===== src/rtl/pwm_db_pkg.sv =====
package pwm_db_pkg;
    typedef enum logic [1:0] {
        ST_OFF  = 2'd0,
        ST_WAIT = 2'd1,
        ST_ON   = 2'd2
    } edge_st_t;
endpackage


===== src/rtl/db_edge_path.sv =====
module db_edge_path
    import pwm_db_pkg::*;
#(
    parameter int DLY_W = 10,
    parameter bit RISE  = 1'b1
) (
    input  logic             clk,
    input  logic             rst_n,
    input  logic             tick,
    input  logic             src,
    input  logic [DLY_W-1:0] dly,
    output logic             dout
);
    localparam edge_st_t RST_ST = RISE ? ST_OFF : ST_ON;

    edge_st_t         st_q, st_d;
    logic [DLY_W-1:0] cnt_q, cnt_d;
    logic [DLY_W:0]   cnt_inc;
    logic             x;

    // The falling path runs the same machine on the inverted source.
    assign x       = RISE ? src : ~src;
    assign cnt_inc = {1'b0, cnt_q} + 1'b1;

    always_comb begin
        st_d  = st_q;
        cnt_d = cnt_q;
        unique case (st_q)
            ST_OFF: begin
                if (x) begin
                    cnt_d = '0;
                    st_d  = (dly == '0) ? ST_ON : ST_WAIT;
                end
            end
            ST_WAIT: begin
                if (!x) begin
                    st_d = ST_OFF;
                end else if (tick) begin
                    if (cnt_inc >= {1'b0, dly}) st_d = ST_ON;
                    else                        cnt_d = cnt_inc[DLY_W-1:0];
                end
            end
            ST_ON: begin
                if (!x) st_d = ST_OFF;
            end
            default: st_d = RST_ST;
        endcase
    end

    always_ff @(posedge clk) begin
        if (!rst_n) begin
            st_q  <= RST_ST;
            cnt_q <= '0;
        end else begin
            st_q  <= st_d;
            cnt_q <= cnt_d;
        end
    end

    always_comb begin
        dout = (st_q == ST_ON) ^ ~RISE;
    end

    p_drop_follows_src_r5: assert property (@(posedge clk) disable iff (!rst_n)
        (!x) |=> (st_q != ST_ON));

    p_wait_needs_src_r7: assert property (@(posedge clk) disable iff (!rst_n)
        (st_q == ST_WAIT) |-> $past(x));

    p_hold_without_tick_r9: assert property (@(posedge clk) disable iff (!rst_n)
        (st_q == ST_WAIT && x && !tick) |=> (st_q == ST_WAIT && $stable(cnt_q)));

    p_on_needs_src_r8: assert property (@(posedge clk) disable iff (!rst_n)
        ($rose(st_q == ST_ON)) |-> $past(x));
endmodule


===== src/rtl/pwm_deadband_gen.sv =====
module pwm_deadband_gen #(
    parameter int DLY_W = 10
) (
    input  logic             clk,
    input  logic             rst_n,
    input  logic             base_tick,
    input  logic             half_cycle_en,
    input  logic [DLY_W-1:0] rise_dly,
    input  logic [DLY_W-1:0] fall_dly,
    input  logic [1:0]       src_sel,
    input  logic [1:0]       path_sel,
    input  logic [1:0]       inv_sel,
    input  logic             pwm_a_in,
    input  logic             pwm_b_in,
    output logic             pwm_a_out,
    output logic             pwm_b_out
);
    localparam int NPATH = 2;

    logic             cnt_tick;
    logic [NPATH-1:0] path_src;
    logic [NPATH-1:0] path_out;
    logic [NPATH-1:0] path_pol;
    logic [DLY_W-1:0] path_dly [NPATH];

    assign cnt_tick    = half_cycle_en | base_tick;
    // index 0 is the rising path, index 1 the falling path
    assign path_src[0] = src_sel[0] ? pwm_b_in : pwm_a_in;
    assign path_src[1] = src_sel[1] ? pwm_b_in : pwm_a_in;
    assign path_dly[0] = rise_dly;
    assign path_dly[1] = fall_dly;

    for (genvar i = 0; i < NPATH; i++) begin : g_path
        db_edge_path #(
            .DLY_W (DLY_W),
            .RISE  (i == 0)
        ) u_path (
            .clk   (clk),
            .rst_n (rst_n),
            .tick  (cnt_tick),
            .src   (path_src[i]),
            .dly   (path_dly[i]),
            .dout  (path_out[i])
        );
        assign path_pol[i] = path_out[i] ^ inv_sel[i];
    end

    assign pwm_a_out = path_sel[1] ? path_pol[0] : pwm_a_in;
    assign pwm_b_out = path_sel[0] ? path_pol[1] : pwm_b_in;
endmodule


===== config.mk =====
export PLATFORM = sky130hd
export DESIGN_NAME = pwm_deadband_gen
export DESIGN_NICKNAME = d
export VERILOG_FILES = /design/src/rtl/pwm_db_pkg.sv /design/src/rtl/db_edge_path.sv /design/src/rtl/pwm_deadband_gen.sv
export SDC_FILE = /design/constraint.sdc
export NUM_CORES = 1
export LEC_CHECK = 0
export CAP_MARGIN = 20
export CORE_MARGIN = 2
export CORE_UTILIZATION = 59
export DETAILED_ROUTE_END_ITERATION = 10
export PLACE_DENSITY_LB_ADDON = 0.2
export SLEW_MARGIN = 20
export SYNTH_ARGS = -nofsm -noshare
export SYNTH_HDL_FRONTEND = slang
export SYNTH_HIERARCHICAL = 1
export SYNTH_SLANG_ARGS = --single-unit

===== constraint.sdc =====
create_clock -name clk -period 8.85 [get_ports clk]
set_clock_uncertainty 0.1 [all_clocks]
set_input_delay 0.885 -clock clk [delete_from_list [all_inputs] [get_ports clk]]
set_output_delay 0.885 -clock clk [all_outputs]
set_load 0.01 [all_outputs]

==> results of run 1 <==
## flip-flops by register name, summed over array words and instances, names as in the netlist
| signal | flops |
|---|---|
| g_path.u_path/cnt_q | 20 |
| g_path.u_path/st_q | 4 |
## logic make-up (layout without fill, tap and decap cells)
kind of cell	after synthesis	in the layout	synth area share (%)
and+or+nand+nor	105	105	26.4
AOI/OAI and AO/OA	59	59	22.4
buffers and inverters	32	62	6.36
DFF	24	24	22.2
adders and majority gates	22	22	12.7
xor gates and xnor gates	18	18	7.28
muxes	5	5	2.72
## where the power goes
| group | internal, W | switching (W) |
|---|---|---|
| combinational | 0.0000278 | 0.0000277 |
| sequential | 0.000109 | 0.00000257 |
| clock | 0.0000397 | 0.0000354 |
| total | 0.000177 | 0.0000657 |
## per-layer routing
layer	routed length, um	vias to the layer above	global-route usage (%)
met5	0	-	0
met4	27	0	4.52
met3	136	4	4.69
met2	2530	39	49.2
met1	2010	894	25.2
li1	-	1004	-
## final cells by class
class | count | area (sq um) | area share (%)
Multi-Input combinational cell | 209 | 1550 | 60.3
Clock buffer | 4 | 55.1 | 2.15
Sequential cell | 24 | 480 | 18.7
Tap cell | 48 | 60.1 | 2.34
Timing Repair Buffer | 33 | 330 | 12.9
Inverter | 25 | 93.8 | 3.66
## worst min path at each step
stage                         startpoint                   endpoint  slack [ps]
2_1_floorplan  g_path[0].u_path/cnt_q[1]  g_path[0].u_path/cnt_q[1]         350
3_3_place_gp   g_path[1].u_path/cnt_q[1]  g_path[1].u_path/cnt_q[1]         370
3_5_place_dp   g_path[0].u_path/cnt_q[1]  g_path[0].u_path/cnt_q[1]         380
4_1_cts        g_path[0].u_path/cnt_q[1]  g_path[0].u_path/cnt_q[1]         390
5_1_grt        g_path[1].u_path/cnt_q[1]  g_path[1].u_path/cnt_q[1]         440
6_report       g_path[0].u_path/cnt_q[1]  g_path[0].u_path/cnt_q[1]         390
## tightest hold or removal path, stage by stage (launching register included)
cell and delay, ps:
dfxtp_1 330, nand2_1 50, a21boi_0 60
## through the flow
| stage | power (W) | instance area, sq um | cells | setup WS, ps |
|---|---|---|---|---|
| 3_5_place_dp | 0.000170 | 2510 | 339 | 5560 |
| 5_1_grt | 0.000257 | 2570 | 343 | 5510 |
| 4_1_cts | 0.000247 | 2570 | 343 | 5720 |
| 2_1_floorplan | 0.000146 | 2160 | 265 | 5990 |
| 3_3_place_gp | 0.000169 | 2510 | 339 | 5620 |
| 6_report | 0.000243 | 2570 | 343 | 5700 |
## cell usage in the layout, fill, tap and decap left out, drive strengths merged, types with 8 or more instances in the layout
master | synthesis | layout
nor2b | 8 | 8
inv | 25 | 25
dfxtp | 24 | 24
ha | 22 | 22
nor2 | 13 | 13
clkdlybuf4s50 | 0 | 33
nand2 | 34 | 34
o21ai | 9 | 9
xnor2 | 13 | 13
nand3 | 16 | 16
a21oi | 14 | 14
==> summary.md, run 1 <==
• result of the run: finished, final reports clean
• arrival time of data at the critical path endpoint: 3220 ps
• Setup Fix Bufs, Post-CTS: 0
• LEAKAGE: 1.07 nW
• class of the worst hold path: flip-flop to flip-flop
• maximum VDD drop: 0.0000804 V
• dominant cell type by area after synthesis: dfxtp_1
• Slew @ Worst Pin: 929 ps
• number of filler instances in the final layout: 298
• hpwl dp: 3.84 mm
• top-level I/O count: 34
• count of final max-slew check failures: 0
• Worst Setup End Kind: flip-flop
• yosys synthesis warning count: 6
• areal power density over the cells: 94.6 mW/mm^2
• Post-Route WL: 4.70 mm
• diode insertion count for antenna repair: 0
• post-route antenna net violation count: 0
• critical path class: flip-flop to flip-flop
• Gates resized, CTS repair: 0
• number of core rows: 22
• detailed-route wire length per cell: 13.7 um
• vias in the first global route: 1,900
• Netlist Area Pre-Place: 0.00216 sq mm
• CP top delay family: simple AND/OR/NAND/NOR gates
• biggest cell delay along the critical path: 440 ps
• gr ovfl total: 0
• Die Width: 64.6 um
• post-synthesis to final-layout area growth: 18.6%
• maximum level of the CTS H-tree: 1
• Yosys top cell area share: 22.2%
• Vias per Instance: 5.66
• pin count of the biggest net entering global routing: 30
• fraction of synthesis flops using an asynchronous set or reset pin: 0%
• share of the clock period used by the worst path: 35.6%
• Period minus WS final: 3150 ps
• reg2reg start: g_path[1].u_path/cnt_q[0]
• Hold Fails Final Rpt: 0
• critical-path cell with the highest stage delay: or4_1
• Seq/Total Area, Yosys: 22.2%
• number of max-cap violations: 0
• Distinct cells, synth: 60
• clock buffer count from CTS: 3
• initial drt markers: 98
• Die Footprint: 0.00417 sq mm
• GP Congestion: 0.820
• RSZ-0062 raised after global routing: no
• Post-Synthesis Cells: 265
• maximum buffer depth of the clock tree: 2
• maximum clock frequency: 318 MHz
• number of iterations in the first detailed-routing pass: 4
• Critical R2R Capture: g_path[1].u_path/cnt_q[5]
• top cell types by occurrence after synthesis: nand2_1, inv_1, dfxtp_1, ha_1, nand3_1
• most numerous cell in the Yosys netlist: nand2_1
• most common flop cell mapped by yosys: dfxtp_1
• leading cell types by total area after synthesis: dfxtp_1, ha_1, nand2_1
• flop and latch count out of synthesis: 24
• instance count on the critical path: 12
• # hold bufs at CTS: 0
• syn nets: 319
• final hold slack: 387 ps
• root buffer cell: clkbuf_8
• Max transition margin: 37.9%
• Worst-path clk slew: 90 ps
• Total Nets Final: 350
• share of final-layout standard cells stronger than drive strength 1: 10.2%
• Total Neg Setup Slack: 0 ps
• antenna violations before repair: 0
• vias after detailed routing: 1,941
• IO Port Bufs: 33
• Starting Density: 60.0%
• total number of clock tree sinks: 24
• Global Route Usage Sum: 24.1%
• global-route wire length before repair: 7.96 mm
• Critical Path, Cell by Cell: and3_1, nand3_2, or2_4, nor2_2, xor2_1, ha_1, a22oi_1, o211ai_1, a21oi_4, o211ai_2, or4_1, o31ai_1
• die outline height: 64.6 um
• Critical Path Start: g_path[1].u_path/cnt_q[0]
• number of buffers and inverters on the critical path: 0
• synthesized area per cell: 8.17 sq um
• biggest fanout along the worst timing path: 5
• CTS tree: built
• post-layout utilization of the core: 71.2%
• Hold Path Stages: 2
• Setup Viol. Count Final: 0
• number of flops mapped to enable cells by yosys: 0
• Worst R2R Path Depth: 12
• standard cell core area: 0.00361 sq mm
• Critical Path Start Type: flip-flop
• later-pin clock latency in the skew report: 270 ps
• CP required: 8920 ps
• end point of the critical path: g_path[1].u_path/cnt_q[5]
• number of DRC violations after detailed routing: 0
• Register-to-Register Setup Slack: 5700 ps
No activity file was read; power rests on OpenSTA's default activity.
==> run 2, diff against run 1 <==
Settings changed: CORE_UTILIZATION 59 to 54.
Clock period 8.85 ns to 3.2 ns, I/O delays scaled along.
==> summary.md, run 2 (synthesized netlist as in run 1, its figures left out) <==
• post-synthesis to final-layout area growth: 22.8%
• most common cell after layout, fill and taps aside: nand2_1
• number of DRC violations after detailed routing: 0, unchanged
• Hold Fails Final Rpt: 0, unchanged
• LEAKAGE: 1.10 nW, +3.0%
• post-layout utilization of the core: 67.9%, -3.2 points
• RSZ-0062 raised after global routing: no
• result of the run: finished, final reports clean
• detailed-route wire length per cell: 14.0 um, +1.9%
• vias in the first global route: 1,886, -0.74%
• CP required: 3290 ps, -5630 ps
• Global Route Usage Sum: 23.6%, -0.50 points
• share of final-layout standard cells stronger than drive strength 1: 14.0%, +3.8 points
• # hold bufs at CTS: 0, unchanged
• worst hold start: g_path[1].u_path/cnt_q[1]
• number of iterations in the first detailed-routing pass: 4, unchanged
• vias after detailed routing: 1,962, +1.1%
• GP Congestion: 0.805, -1.7%
• top-level I/O count: 34, unchanged
• Die Footprint: 0.00453 sq mm, +8.7%
• Setup Viol. Count Final: 0, unchanged
• number of buffers and inverters on the critical path: 0, unchanged
• Critical Path Start Type: flip-flop
• Total Neg Setup Slack: 0 ps, unchanged
• reg2reg start: g_path[1].u_path/cnt_q[4]
• number of max-cap violations: 0, unchanged
• Slew @ Worst Pin: 614 ps, -314 ps
• Die Width: 67.3 um, +4.2%
• post-route antenna net violation count: 0, unchanged
• gr ovfl total: 0, unchanged
• number of core rows: 23, +4.5%
• die outline height: 67.3 um, +4.2%
• areal power density over the cells: 278 mW/mm^2, +190%
• Worst Setup End Kind: flip-flop
• number of flip-flops under the largest register name: 20, unchanged
• Post-Route WL: 4.90 mm, +4.3%
• number of filler instances in the final layout: 336, +13%
• global-route wire length before repair: 8.15 mm, +2.3%
• standard cell area after detailed placement: 0.00254 sq mm, +1.3%
• standard cell core area: 0.00391 sq mm, +8.5%
• class of the worst hold path: flip-flop to flip-flop
• Critical Path, Cell by Cell: and3_1, nand3_2, or2_4, nor2_2, xor2_2, ha_1, a22oi_1, o211ai_1, a21oi_4, o211ai_4, or4_1, o31ai_1
• critical path class: flip-flop to flip-flop
• biggest fanout along the worst timing path: 5, unchanged
• Period minus WS final: 3020 ps, -123 ps
• diode insertion count for antenna repair: 0, unchanged
• later-pin clock latency in the skew report: 270 ps, about the same
• root buffer cell: clkbuf_8
• pre-CTS setup slack: 102 ps, -5460 ps
• share of the clock period used by the worst path: 94.5%, +59 points
• maximum level of the CTS H-tree: 1, unchanged
• top flop regs: g_path.u_path/cnt_q (20), g_path.u_path/st_q (4)
• Critical Path Start: g_path[1].u_path/cnt_q[4]
• final hold slack: 376 ps, -10.9 ps
• total number of clock tree sinks: 24, unchanged
• clock buffer count from CTS: 3, unchanged
• CTS tree: built
• maximum buffer depth of the clock tree: 2, unchanged
• commonest cells after routing, fill and taps aside: nand2_1, clkdlybuf4s50_1, inv_1, ha_1, dfxtp_1
• worst setup slack after layout: 175 ps, -5530 ps
• Worst R2R Path Depth: 12, unchanged
• post-route design area: 0.00266 sq mm, +3.6%
• hpwl dp: 3.93 mm, +2.3%
• Hold Path Stages: 2, unchanged
• Worst-path clk slew: 90 ps, about the same
• Max transition margin: 59.0%, +21 points
• Starting Density: 55.3%, -4.7 points
• pin count of the biggest net entering global routing: 25, -17%
• register with the most flip-flops: g_path.u_path/cnt_q
• IO Port Bufs: 33, unchanged
• count of final max-slew check failures: 0, unchanged
• instance count on the critical path: 12, unchanged
• arrival time of data at the critical path endpoint: 3110 ps, -110 ps
• antenna violations before repair: 0, unchanged
• maximum clock frequency: 331 MHz, +4.1%
• Vias per Instance: 5.59, -1.2%
• initial drt markers: 100, +2.0%
• biggest cell delay along the critical path: 430 ps, about the same
• Total Nets Final: 356, +1.7%
• maximum VDD drop: 0.000174 V, +120%
• CP top delay family: simple AND/OR/NAND/NOR gates
• critical-path cell with the highest stage delay: or4_1
[run 2: worst paths after layout]
check                              end  slack [ps]
min reg2reg  g_path[1].u_path/cnt_q[1]         380
max          g_path[1].u_path/cnt_q[5]         180
min          g_path[1].u_path/cnt_q[1]         380
max reg2reg  g_path[1].u_path/cnt_q[5]         180
[run 2: tightest hold or removal path: stages, from the launching register on]
cell	delay, ps
dfxtp_2	350
nand2_1	50
a21boi_1	50
[run 2: final cells by class]
type	instances	area (sq um)	share of cell area, %
clock inverter	1	30.0	1.13
timing repair buffer	39	375	14.1
sequential	24	487	18.3
inverter	25	93.8	3.53
tap	50	62.6	2.35
clock buffer	3	41.3	1.55
multi-input combinational	209	1570	59.0
[run 2: where the power goes]
part	total, W	internal, W	switching, W	leakage, nW
Combinational	0.000159	0.0000808	0.0000786	0.871
Clock	0.000270	0.000167	0.000103	0.0357
Sequential	0.000309	0.000302	0.00000738	0.196
[run 2: per-layer routing]
layer	vias to the layer above	routed length, um	global-route usage [%]
li1	1011	-	-
met2	42	2600	47.3
met5	-	0	0
met1	903	2070	25.6
met3	6	148	2.00
met4	0	79	7.65
[run 2: timing repair]
item | CTS | global route
setup buffers | 0 | 2
endpoints found under the hold margin | 0 | 0
gates resized for setup | 0 | 8
setup endpoints to repair | 0 | 6
[run 2: metrics by stage]
| stage | instances | total power [W] |
|---|---|---|
| 2_1_floorplan | 265 | 0.000405 |
| 3_3_place_gp | 345 | 0.000471 |
| 3_5_place_dp | 345 | 0.000474 |
| 4_1_cts | 349 | 0.000746 |
| 5_1_grt | 351 | 0.000775 |
| 6_report | 351 | 0.000739 |
